## src/rtl/pinirq_pkg.sv

```systemverilog
package pinirq_pkg;
   // register addresses
   localparam int unsigned REG_CTRL = 0;
   localparam int unsigned REG_EN   = 1;
   localparam int unsigned REG_POL  = 2;
   // control register bit positions
   localparam int unsigned CTL_IE   = 0;
   localparam int unsigned CTL_MODE = 1;
   localparam int unsigned CTL_ACK  = 2;
   localparam int unsigned CTL_FLAG = 3;
   localparam int unsigned CTL_BITS = 4;
endpackage

```

## src/rtl/pinirq_sync.sv

```systemverilog
module pinirq_sync #(
   parameter int unsigned WIDTH  = 8,
   parameter int unsigned STAGES = 2
) (
   input  logic             clk,
   input  logic             rst_n,
   input  logic [WIDTH-1:0] d_async,
   output logic [WIDTH-1:0] q_sync
);
   if (STAGES < 2) begin : g_bad_stages
      $error("pinirq_sync: STAGES must be at least 2");
   end

   logic [WIDTH-1:0] chain [STAGES];

   for (genvar s = 0; s < STAGES; s++) begin : g_stage
      always_ff @(posedge clk or negedge rst_n) begin
         if (!rst_n) begin
            chain[s] <= '0;
         end else if (s == 0) begin
            chain[s] <= d_async;
         end else begin
            chain[s] <= chain[(s == 0) ? 0 : s-1];
         end
      end
   end

   assign q_sync = chain[STAGES-1];
endmodule

```

## src/rtl/pinirq_detect.sv

```systemverilog
module pinirq_detect #(
   parameter int unsigned NPINS = 8
) (
   input  logic             clk,
   input  logic             rst_n,
   input  logic [NPINS-1:0] pin_s,
   input  logic [NPINS-1:0] pin_en,
   input  logic [NPINS-1:0] pin_pol,
   output logic [NPINS-1:0] edge_vec,
   output logic [NPINS-1:0] active_vec
);
   logic [NPINS-1:0] prev_q;

   always_ff @(posedge clk or negedge rst_n) begin
      if (!rst_n) prev_q <= '0;
      else        prev_q <= pin_s;
   end

   for (genvar i = 0; i < NPINS; i++) begin : g_pin
      logic now_asserted;
      logic was_asserted;
      assign now_asserted  = pin_pol[i] ? pin_s[i]  : ~pin_s[i];
      assign was_asserted  = pin_pol[i] ? prev_q[i] : ~prev_q[i];
      assign active_vec[i] = pin_en[i] & now_asserted;
      assign edge_vec[i]   = pin_en[i] & now_asserted & ~was_asserted;
   end
endmodule

```

## src/rtl/pinirq_ctrl.sv

```systemverilog
module pinirq_ctrl
   import pinirq_pkg::*;
#(
   parameter int unsigned NPINS       = 8,
   parameter int unsigned DATA_W      = 8,
   parameter int unsigned ADDR_W      = 2,
   parameter int unsigned SYNC_STAGES = 2
) (
   input  logic              clk,
   input  logic              rst_n,
   input  logic              bus_wr,
   input  logic [ADDR_W-1:0] bus_addr,
   input  logic [DATA_W-1:0] bus_wdata,
   output logic [DATA_W-1:0] bus_rdata,
   input  logic [NPINS-1:0]  pins_in,
   output logic [NPINS-1:0]  pull_dn_sel,
   output logic              irq
);
   localparam int unsigned NREGS = 3;

   if (NPINS < 1 || NPINS > DATA_W) begin : g_bad_npins
      $error("pinirq_ctrl: NPINS must be 1..DATA_W");
   end
   if (DATA_W < CTL_BITS) begin : g_bad_dw
      $error("pinirq_ctrl: DATA_W too narrow for control register");
   end
   if ((1 << ADDR_W) < NREGS) begin : g_bad_aw
      $error("pinirq_ctrl: ADDR_W too narrow for register map");
   end

   logic              ie_q, mode_q, flag_q;
   logic [NPINS-1:0]  en_q, pol_q;
   logic [NPINS-1:0]  pin_s, edge_vec, active_vec;
   logic              wr_ctrl, wr_en, wr_pol, ack_wr;
   logic              set_evt, clr_ok;

   pinirq_sync #(.WIDTH(NPINS), .STAGES(SYNC_STAGES)) u_sync (
      .clk     (clk),
      .rst_n   (rst_n),
      .d_async (pins_in),
      .q_sync  (pin_s)
   );

   pinirq_detect #(.NPINS(NPINS)) u_det (
      .clk        (clk),
      .rst_n      (rst_n),
      .pin_s      (pin_s),
      .pin_en     (en_q),
      .pin_pol    (pol_q),
      .edge_vec   (edge_vec),
      .active_vec (active_vec)
   );

   assign wr_ctrl = bus_wr && (bus_addr == ADDR_W'(REG_CTRL));
   assign wr_en   = bus_wr && (bus_addr == ADDR_W'(REG_EN));
   assign wr_pol  = bus_wr && (bus_addr == ADDR_W'(REG_POL));
   assign ack_wr  = wr_ctrl && bus_wdata[CTL_ACK];

   assign set_evt = (|edge_vec) || (mode_q && (|active_vec));
   assign clr_ok  = ack_wr && (!mode_q || !(|active_vec));

   always_ff @(posedge clk or negedge rst_n) begin
      if (!rst_n) begin
         ie_q   <= 1'b0;
         mode_q <= 1'b0;
         en_q   <= '0;
         pol_q  <= '0;
         flag_q <= 1'b0;
      end else begin
         if (wr_ctrl) begin
            ie_q   <= bus_wdata[CTL_IE];
            mode_q <= bus_wdata[CTL_MODE];
         end
         if (wr_en)  en_q  <= bus_wdata[NPINS-1:0];
         if (wr_pol) pol_q <= bus_wdata[NPINS-1:0];
         if (set_evt)     flag_q <= 1'b1;
         else if (clr_ok) flag_q <= 1'b0;
      end
   end

   always_comb begin
      bus_rdata = '0;
      case (bus_addr)
         ADDR_W'(REG_CTRL): begin
            bus_rdata[CTL_IE]   = ie_q;
            bus_rdata[CTL_MODE] = mode_q;
            bus_rdata[CTL_FLAG] = flag_q;
         end
         ADDR_W'(REG_EN):  bus_rdata[NPINS-1:0] = en_q;
         ADDR_W'(REG_POL): bus_rdata[NPINS-1:0] = pol_q;
         default: bus_rdata = '0;
      endcase
   end

   assign pull_dn_sel = pol_q;
   assign irq         = flag_q & ie_q;
endmodule

```

## config.mk

```make
export PLATFORM = sky130hd
export DESIGN_NAME = pinirq_ctrl
export DESIGN_NICKNAME = d
export VERILOG_FILES = /design/src/rtl/pinirq_pkg.sv /design/src/rtl/pinirq_sync.sv /design/src/rtl/pinirq_detect.sv /design/src/rtl/pinirq_ctrl.sv
export SDC_FILE = /design/constraint.sdc
export NUM_CORES = 1
export LEC_CHECK = 0
export CORE_MARGIN = 4
export CORE_UTILIZATION = 44
export DETAILED_ROUTE_END_ITERATION = 7
export DONT_BUFFER_PORTS = 1
export PLACE_DENSITY_LB_ADDON = 0.25
export SETUP_SLACK_MARGIN = 0.15
export SYNTH_ARGS = -nofsm -noshare
export SYNTH_HDL_FRONTEND = slang
export SYNTH_SLANG_ARGS = --single-unit
```

## constraint.sdc

```tcl
create_clock -name clk -period 1.94 [get_ports clk]
set_input_delay 0.291 -clock clk [delete_from_list [all_inputs] [get_ports clk]]
set_output_delay 0.291 -clock clk [all_outputs]
set_load 0.05 [all_outputs]
```

### Yosys cells after proc, flatten, opt, wreduce, memory -nomap -nowiden

Index checks and enable logic that the tools add are counted.

* memories kept: 0
* bits in registers: 43
* bits in writable memories: 0
* logic and storage cells: 87
* ROM bits: 0
* latch bits: 0
* input bits: 21

* add/sub/neg operators: 0
* $lt $le $gt $ge: 0
* multiply operators: 0
* shift-type cells: 0
* reduce and logical (&&, ||, !) cells: 14
* bitwise logic cells: 41
* eq/ne operators: 2
* muxes and demuxes: 22
* div/mod/pow operators: 0

Operators by type and width (number)
* NOT 1 bit: 24
* two-way mux 1 bit: 18
* bitwise AND 1 bit: 17
* OR reduction 8 bit: 2
* one-hot mux 4 bit (2 select lines): 1
* logical AND 1 bit: 6
* one-hot mux 2 bit (3 select lines): 1
* one-hot mux 1 bit (3 select lines): 1
* == test 2 x 1 -> 1 bit (second input constant): 1
* == test 2 bit (second input constant): 1
* zero test 1 bit: 2
* zero test 2 bit: 1
* logical OR 1 bit: 2
* one-hot mux 1 bit (2 select lines): 1
* nonzero test 2 bit: 1

### Longest topological paths before layout

Gate-level depths: netlist of run 1.

* depth after elaboration: 9
* depth in mapped cells: 5
* mapped depth without buffers: 5

### Modules after synthesis

Synthesis of run 1 repeated with hierarchy kept, for this count alone.

* cells, all modules: 145
* area total of the unflattened synthesis: 1874.3 um^2

Modules (own cells, without submodules)
* pinirq_ctrl: times used 1, cells an instance 73, area an instance 929.6 um^2
* pinirq_detect: times used 1, cells an instance 48, area an instance 484.2 um^2
* pinirq_sync: times used 1, cells an instance 24, area an instance 460.4 um^2

### Least setup slack after synthesis of run 1

Ideal clock, no wire load.

* kind: input to output
* from: in bus_addr[1]
* to: out bus_rdata[6]
* arrival time: 1.555 ns
* cell stages on the path: 5
* path buffers: 1
* path slack: 0.094 ns
* cells stage by stage: inv_1 > ha_1 > clkbuf_1 > a22oi_1 > nor2b_1

* cells in the longest elaborated chain, start to end: 2

RTL lines
* start: declaration: RTL line pinirq_ctrl.sv:12 `input logic [ADDR_W-1:0] bus_addr,`
* == test 2 bit / == test 2 x 1 -> 1 bit (equally long branches): RTL line pinirq_ctrl.sv:83 `case (bus_addr)`
* one-hot mux 4 bit (2 select lines) (*): RTL line pinirq_ctrl.sv:83
* end: declaration: RTL line pinirq_ctrl.sv:14 `output logic [DATA_W-1:0] bus_rdata,`

Every way passes the cells marked *; elsewhere a longest branch is shown, timed or not.

### Final worst setup path of run 1

* from: reg pol_q[1] (netlist: pull_dn_sel[1])
* to: out bus_rdata[1]

* cells in the longest elaborated chain, start to end: 1

RTL lines
* start: declaration: RTL line pinirq_ctrl.sv:32 `logic [NPINS-1:0] en_q, pol_q;`
* start signal: assignment: RTL line pinirq_ctrl.sv:75 `if (wr_pol) pol_q <= bus_wdata[NPINS-1:0];`
* one-hot mux 2 bit (3 select lines): RTL line pinirq_ctrl.sv:83

No other way between the ends.

==> flow_metrics.py, run 1 <==
metrics = {
    "outcome": {
        "status": "completed",
    },
    "clock_tree": {
        "clockBufferDepth": 2,
        "htreeDepth": 2,
        "cts_buffers": 5,
        "clockRootBuffer": "clkbuf_8",
        "insertion_delay_ns": 0.28,
        "cts_sinks": 43,
        "clk_pin_slew_ns": 0.07,
        "cts_tree": "built",
    },
    "min_path": {
        "min_from": "pins_in[0]",
        "hold_path_depth": 0,
        "min_path_type": "primary input to register",
        "holdPathEnd": "u_sync.chain[8]",
    },
    "timing": {
        "finalCritPeriodShare": 0.917,
        "fmax_mhz": 562,
        "finalSetupViolations": 0,
        "finalSetupTns_ns": 0,
        "relSlewSlack": 0.670,
        "rsz0062_at_grt": "yes",
        "fin_worst_skew_ns": 0.00340,
        "drv_slew": 0,
        "fin_ws_ns": 0.162,
        "hold_viol": 0,
        "finalCriticalPeriod_ns": 1.78,
        "tightest_slew_ns": 0.498,
    },
    "worst_setup_path": {
        "crit_path_end_kind": "output pin",
        "critPathSlowestCell": "dfrtp_1",
        "crit_path_start_kind": "register",
        "worst_ep_arrival_time_ns": 1.49,
        "cp.required_ns": 1.65,
        "reg2reg_slack_ns": 0.35,
        "reg2reg_from": "pull_dn_sel[3]",
        "cpPeakStageDelay_ns": 0.41,
        "r2r_end": "flag_q",
        "cp_cell_sequence": "buf_6, a222oi_1, nor2_2, buf_4",
        "reg2regPathDepth": 5,
        "crit_type": "register to output pin",
        "cp_max_fo": 4,
    },
    "finish": {
        "fillCellCount": 325,
        "diodes": 0,
        "fin_nets": 181,
        "layout_commonest_cell": "dfrtp_1",
        "utilization": 0.561,
        "mostFrequentLayoutCells": "dfrtp_1, mux2_2, buf_4",
        "drive_gt1_frac": 0.325,
        "final_cells": 205,
        "register_area_um2": 1080,
        "multiInputGateArea_um2": 703,
        "area_growth_pct": 19.0,
    },
    "power_and_ir_drop": {
        "max-vdd-ir-drop_mv": 0.592,
        "pwr_density_cell_nw_per_um2": 1070,
        "p_leak_nw": 0.917,
    },
    "detailed_routing": {
        "routed_wl_um": 3550,
        "first_pass_iters": 6,
        "vias": 1145,
        "drt_iter0_markers": 98,
        "wl_per_cell_um": 17.3,
        "antenna_left": 0,
        "drc": 0,
        "viasPerCell": 5.59,
    },
    "logic_synthesis": {
        "ys_types": 27,
        "synth_edf_count": 0,
        "synth_nets": 157,
        "synth_flop_cell": "dfrtp_1",
        "synth_seq_cells": 43,
        "yosysWarningCount": 0,
        "netlist_area_um2": 1780,
        "ys_seq_area_frac": 0.605,
        "synth_cells": 132,
        "syn_area_per_cell_um2": 13.5,
        "synthArstFlopShare": 1.00,
    },
    "global_route": {
        "grt_use_total": 0.151,
        "overflow": 0,
        "grt_pass1_wl_um": 5920,
        "antenna_found_initial": 0,
        "grt_max_degree": 44,
        "grt_pass1_vias": 1241,
    },
    "floorplanning": {
        "die-height_um": 71.6,
        "coreArea_um2": 3770,
        "die_w_um": 71.6,
        "die_area_um2": 5120,
        "rows": 22,
        "ios": 38,
        "initial_core_util": 0.471,
    },
    "place": {
        "gp_congestion": 0.832,
        "portBuffers": 0,
        "dp_cells": 194,
        "post-place-ws_ns": 0.277,
        "dp_hpwl_um": 2630,
    },
    "run": {
        "maxCapViolations": 0,
    },
}
-- through the flow --
stage	total power (W)	hold WS, ns	cell area (um2)
global placement	0.00163	-0.00352	1970
floorplan	0.00149	-0.00459	1800
CTS	0.00228	0.0158	2100
finish	0.00226	0.0266	2120
global route	0.00237	0.00674	2120
detailed placement	0.00165	-0.00354	1970
-- Yosys cell counts, drive strengths merged (2+ instances only) --
cell / count / area, um2
dfrtp: 43 / 1080
mux2: 18 / 203
a22oi: 9 / 67.6
xnor2: 8 / 70.1
nand2: 6 / 22.5
nor2b: 5 / 31.3
o21ai: 5 / 25.0
and3b: 4 / 35.0
ha: 4 / 50.1
nor3b: 4 / 30.0
a222oi: 3 / 30.0
inv: 3 / 11.3
nand2b: 3 / 18.8
nor2: 3 / 11.3
clkbuf: 2 / 7.51
o22ai: 2 / 12.5
-- cell families after synthesis --
| kind of cell | count (synthesis) | share of synthesized area |
|---|---|---|
| adders and majority gates | 4 | 0.0282 |
| buffers and inverters | 5 | 0.0106 |
| DFF | 43 | 0.605 |
| AOI/OAI and AO/OA | 23 | 0.0957 |
| xor gates and xnor gates | 8 | 0.0394 |
| muxes | 18 | 0.114 |
| and+or+nand+nor | 31 | 0.107 |
-- flip-flops by register name, indices dropped and copies added, names as in the netlist --
name           count
en_q               8
flag_q             1
ie_q               1
mode_q             1
pull_dn_sel        8
u_det.prev_q       8
u_sync.chain       8
u_sync.q_sync      8
-- metal layers --
layer	global-route usage	share of wire
met5	0	0
met4	0.0689	0.010
met3	0.0421	0.079
met2	0.248	0.50
met1	0.185	0.41
-- layout make-up --
class,count,share of cell area
Inverter,3,0.00532
Timing Repair Buffer,19,0.0781
Tap cell,48,0.0284
Sequential cell,43,0.509
Multi-Input combinational cell,84,0.332
Clock buffer,8,0.0473
-- what timing repair did --
action                                  CTS  global route
gates resized for setup                   1             1
setup buffers                             0             1
hold buffers                              2             0
hold endpoints to repair                 43             0
endpoints found under the setup margin    1             2
pin swaps                                 1             1
-- where the power goes --
part	internal [W]	leakage, nW	total [W]	switching, W
Sequential	0.000994	0.501	0.00109	0.0000987
Combinational	0.000228	0.364	0.000569	0.000342
Clock	0.000325	0.0515	0.000599	0.000275
Total	0.00155	0.917	0.00226	0.000715
-- worst max path at each step --
stage,from,end,depth (start not counted)
after global placement,bus_addr[0],flag_q,5
after floorplan,pull_dn_sel[3],flag_q,4
final,pull_dn_sel[1],bus_rdata[1],4
after global routing,pull_dn_sel[1],bus_rdata[1],4
after detailed placement,bus_addr[0],flag_q,5
after CTS,pull_dn_sel[3],bus_rdata[3],4
-- worst max-delay path: cells and delay by family, from the launching register on --
kind / cells / cell delay, ns
simple gates: 1 / 0.05
buf+inv: 2 / 0.38
flops: 1 / 0.41
compound gates: 1 / 0.36
No activity file was read; power rests on OpenSTA's default activity.
==> run 2, diff against run 1 <==
--- a/config.mk
+++ b/config.mk
@@ -10,6 +10,7 @@
 export DETAILED_ROUTE_END_ITERATION = 7
 export DONT_BUFFER_PORTS = 1
 export PLACE_DENSITY_LB_ADDON = 0.25
+export REMOVE_ABC_BUFFERS = 1
 export SETUP_SLACK_MARGIN = 0.15
 export SYNTH_ARGS = -nofsm -noshare
 export SYNTH_HDL_FRONTEND = slang
==> flow_metrics.py, run 2 (same netlist as run 1, synthesis figures left out) <==
metrics = {
    "detailed_routing": {
        "wl_met2_um": 1760,
        "vias": 1115,
        "wl_per_cell_um": 17.3,
        "first_pass_iters": 5,
        "drc": 0,
        "drt_iter0_markers": 88,
        "wl_met1_um": 1470,
        "top_layer": "met4",
        "route.met3.wl_um": 209,
        "viasPerCell": 5.49,
        "antenna_left": 0,
        "routed_wl_um": 3520,
    },
    "timing": {
        "tightest_slew_ns": 0.488,
        "hold_viol": 0,
        "finalSetupViolations": 0,
        "relSlewSlack": 0.674,
        "finalCriticalPeriod_ns": 1.68,
        "finalSetupTns_ns": 0,
        "finalCritPeriodShare": 0.865,
        "rsz0062_at_grt": "no",
        "drv_slew": 0,
        "fin_worst_skew_ns": 0.00545,
        "fmax_mhz": 596,
    },
    "min_path": {
        "min_path_type": "primary input to register",
    },
    "finish": {
        "fin_nets": 180,
        "fillCellCount": 318,
        "diodes": 0,
        "final_cells": 203,
        "area_growth_pct": 17.2,
        "drive_gt1_frac": 0.265,
        "layout_commonest_cell": "dfrtp_1",
        "mostFrequentLayoutCells": "dfrtp_1, mux2_2, buf_4",
    },
    "clock_tree": {
        "insertion_delay_ns": 0.29,
        "cts_buffers": 5,
        "clockBufferDepth": 2,
        "cts_setup_buffers": 0,
        "cts_sinks": 43,
        "clk_pin_slew_ns": 0.07,
        "clockRootBuffer": "clkbuf_8",
        "postCtsHoldBufs": 2,
        "cts_tree": "built",
        "cts-resized-gates": 0,
        "htreeDepth": 2,
    },
    "worst_setup_path": {
        "critPathSlowestCell": "dfrtp_1",
        "cp_cell_sequence": "a222oi_1, nor2_1, buf_4",
        "crit_type": "register to output pin",
        "crit_path_start_kind": "register",
        "crit_path_end_kind": "output pin",
        "worst_ep_arrival_time_ns": 1.39,
        "cp_max_fo": 4,
        "cpPeakStageDelay_ns": 0.42,
        "cp.required_ns": 1.65,
    },
    "place": {
        "gp_congestion": 0.738,
        "dp_hpwl_um": 2530,
        "portBuffers": 0,
        "dp_cells": 194,
    },
    "floorplanning": {
        "initial_core_util": 0.471,
        "rows": 22,
        "die_w_um": 71.6,
        "die_area_um2": 5120,
        "ios": 38,
        "coreArea_um2": 3770,
        "die-height_um": 71.6,
    },
    "power_and_ir_drop": {
        "p_int_w": 0.00158,
        "p_clk_frac": 0.286,
        "combPwrFrac": 0.236,
        "switchingPower_w": 0.000708,
        "pwr_density_cell_nw_per_um2": 1100,
        "p_sw_frac": 0.309,
        "max-vdd-ir-drop_mv": 0.535,
        "p_leak_nw": 0.905,
        "pwr-share-seq": 0.478,
    },
    "run": {
        "maxCapViolations": 0,
    },
    "global_route": {
        "overflow": 0,
        "grt_pass1_wl_um": 5880,
        "grt_max_degree": 44,
        "grt_pass1_vias": 1217,
        "antenna_found_initial": 0,
        "grt_use_total": 0.150,
    },
    "outcome": {
        "status": "completed",
    },
}
## run 2: layer usage
metal  up-vias  global-route usage
met4         0              0.0668
met1       554               0.185
met3         5              0.0477
met2        30               0.242
met5         -                   0
li1        526                   -
## run 2: layout make-up
class	count	area, um2	area share
multi-input combinational	84	683	0.328
tap	48	60.1	0.0288
inverter	3	11.3	0.00541
sequential	43	1080	0.517
clock inverter	1	30.0	0.0144
clock buffer	6	72.6	0.0348
timing repair buffer	18	150	0.0721
## run 2: path summary, 6_finish.rpt
check                                   end  slack (ns)              from  cells after the start
max                            bus_rdata[3]        0.26           en_q[3]                      3
min                         u_sync.chain[9]        0.02        pins_in[1]                      0
max reg2reg                          flag_q        0.36    pull_dn_sel[3]                      4
min reg2reg                u_sync.q_sync[4]        0.35  u_sync.chain[12]                      0
max in group asynchronous  u_sync.q_sync[2]        1.29             rst_n                      2
min in group asynchronous  u_sync.q_sync[0]        0.45             rst_n                      2
## run 2: power groups by stage
stage	combinational (W)	clock (W)	sequential, W
after detailed placement	0.000520	0	0.00111
after CTS	0.000546	0.000671	0.00110
after floorplan	0.000280	0	0.00121
after global routing	0.000577	0.000708	0.00111
after global placement	0.000517	0	0.00111
final	0.000541	0.000655	0.00110
## run 2: worst max-delay path: cells and delay by family (launching register included)
kind,cells,cell delay [ns]
flip-flops,1,0.42
AND/OR/NAND/NOR,1,0.08
buffers and inverters,1,0.20
AO/OA/AOI/OAI,1,0.40
## run 2: metrics by stage
step | setup slack, ns | area, um2 | total power, W | hold WS (ns) | utilization
6_report | 0.262 | 2080 | 0.00229 | 0.0187 | 0.552
5_1_grt | 0.173 | 2080 | 0.00240 | 0.00394 | 0.552
4_1_cts | 0.252 | 2080 | 0.00231 | 0.0121 | 0.552
3_5_place_dp | 0.235 | 1950 | 0.00163 | -0.00290 | 0.517
3_3_place_gp | 0.316 | 1950 | 0.00162 | -0.00293 | 0.517
2_1_floorplan | 0.118 | 1770 | 0.00149 | -0.00459 | -
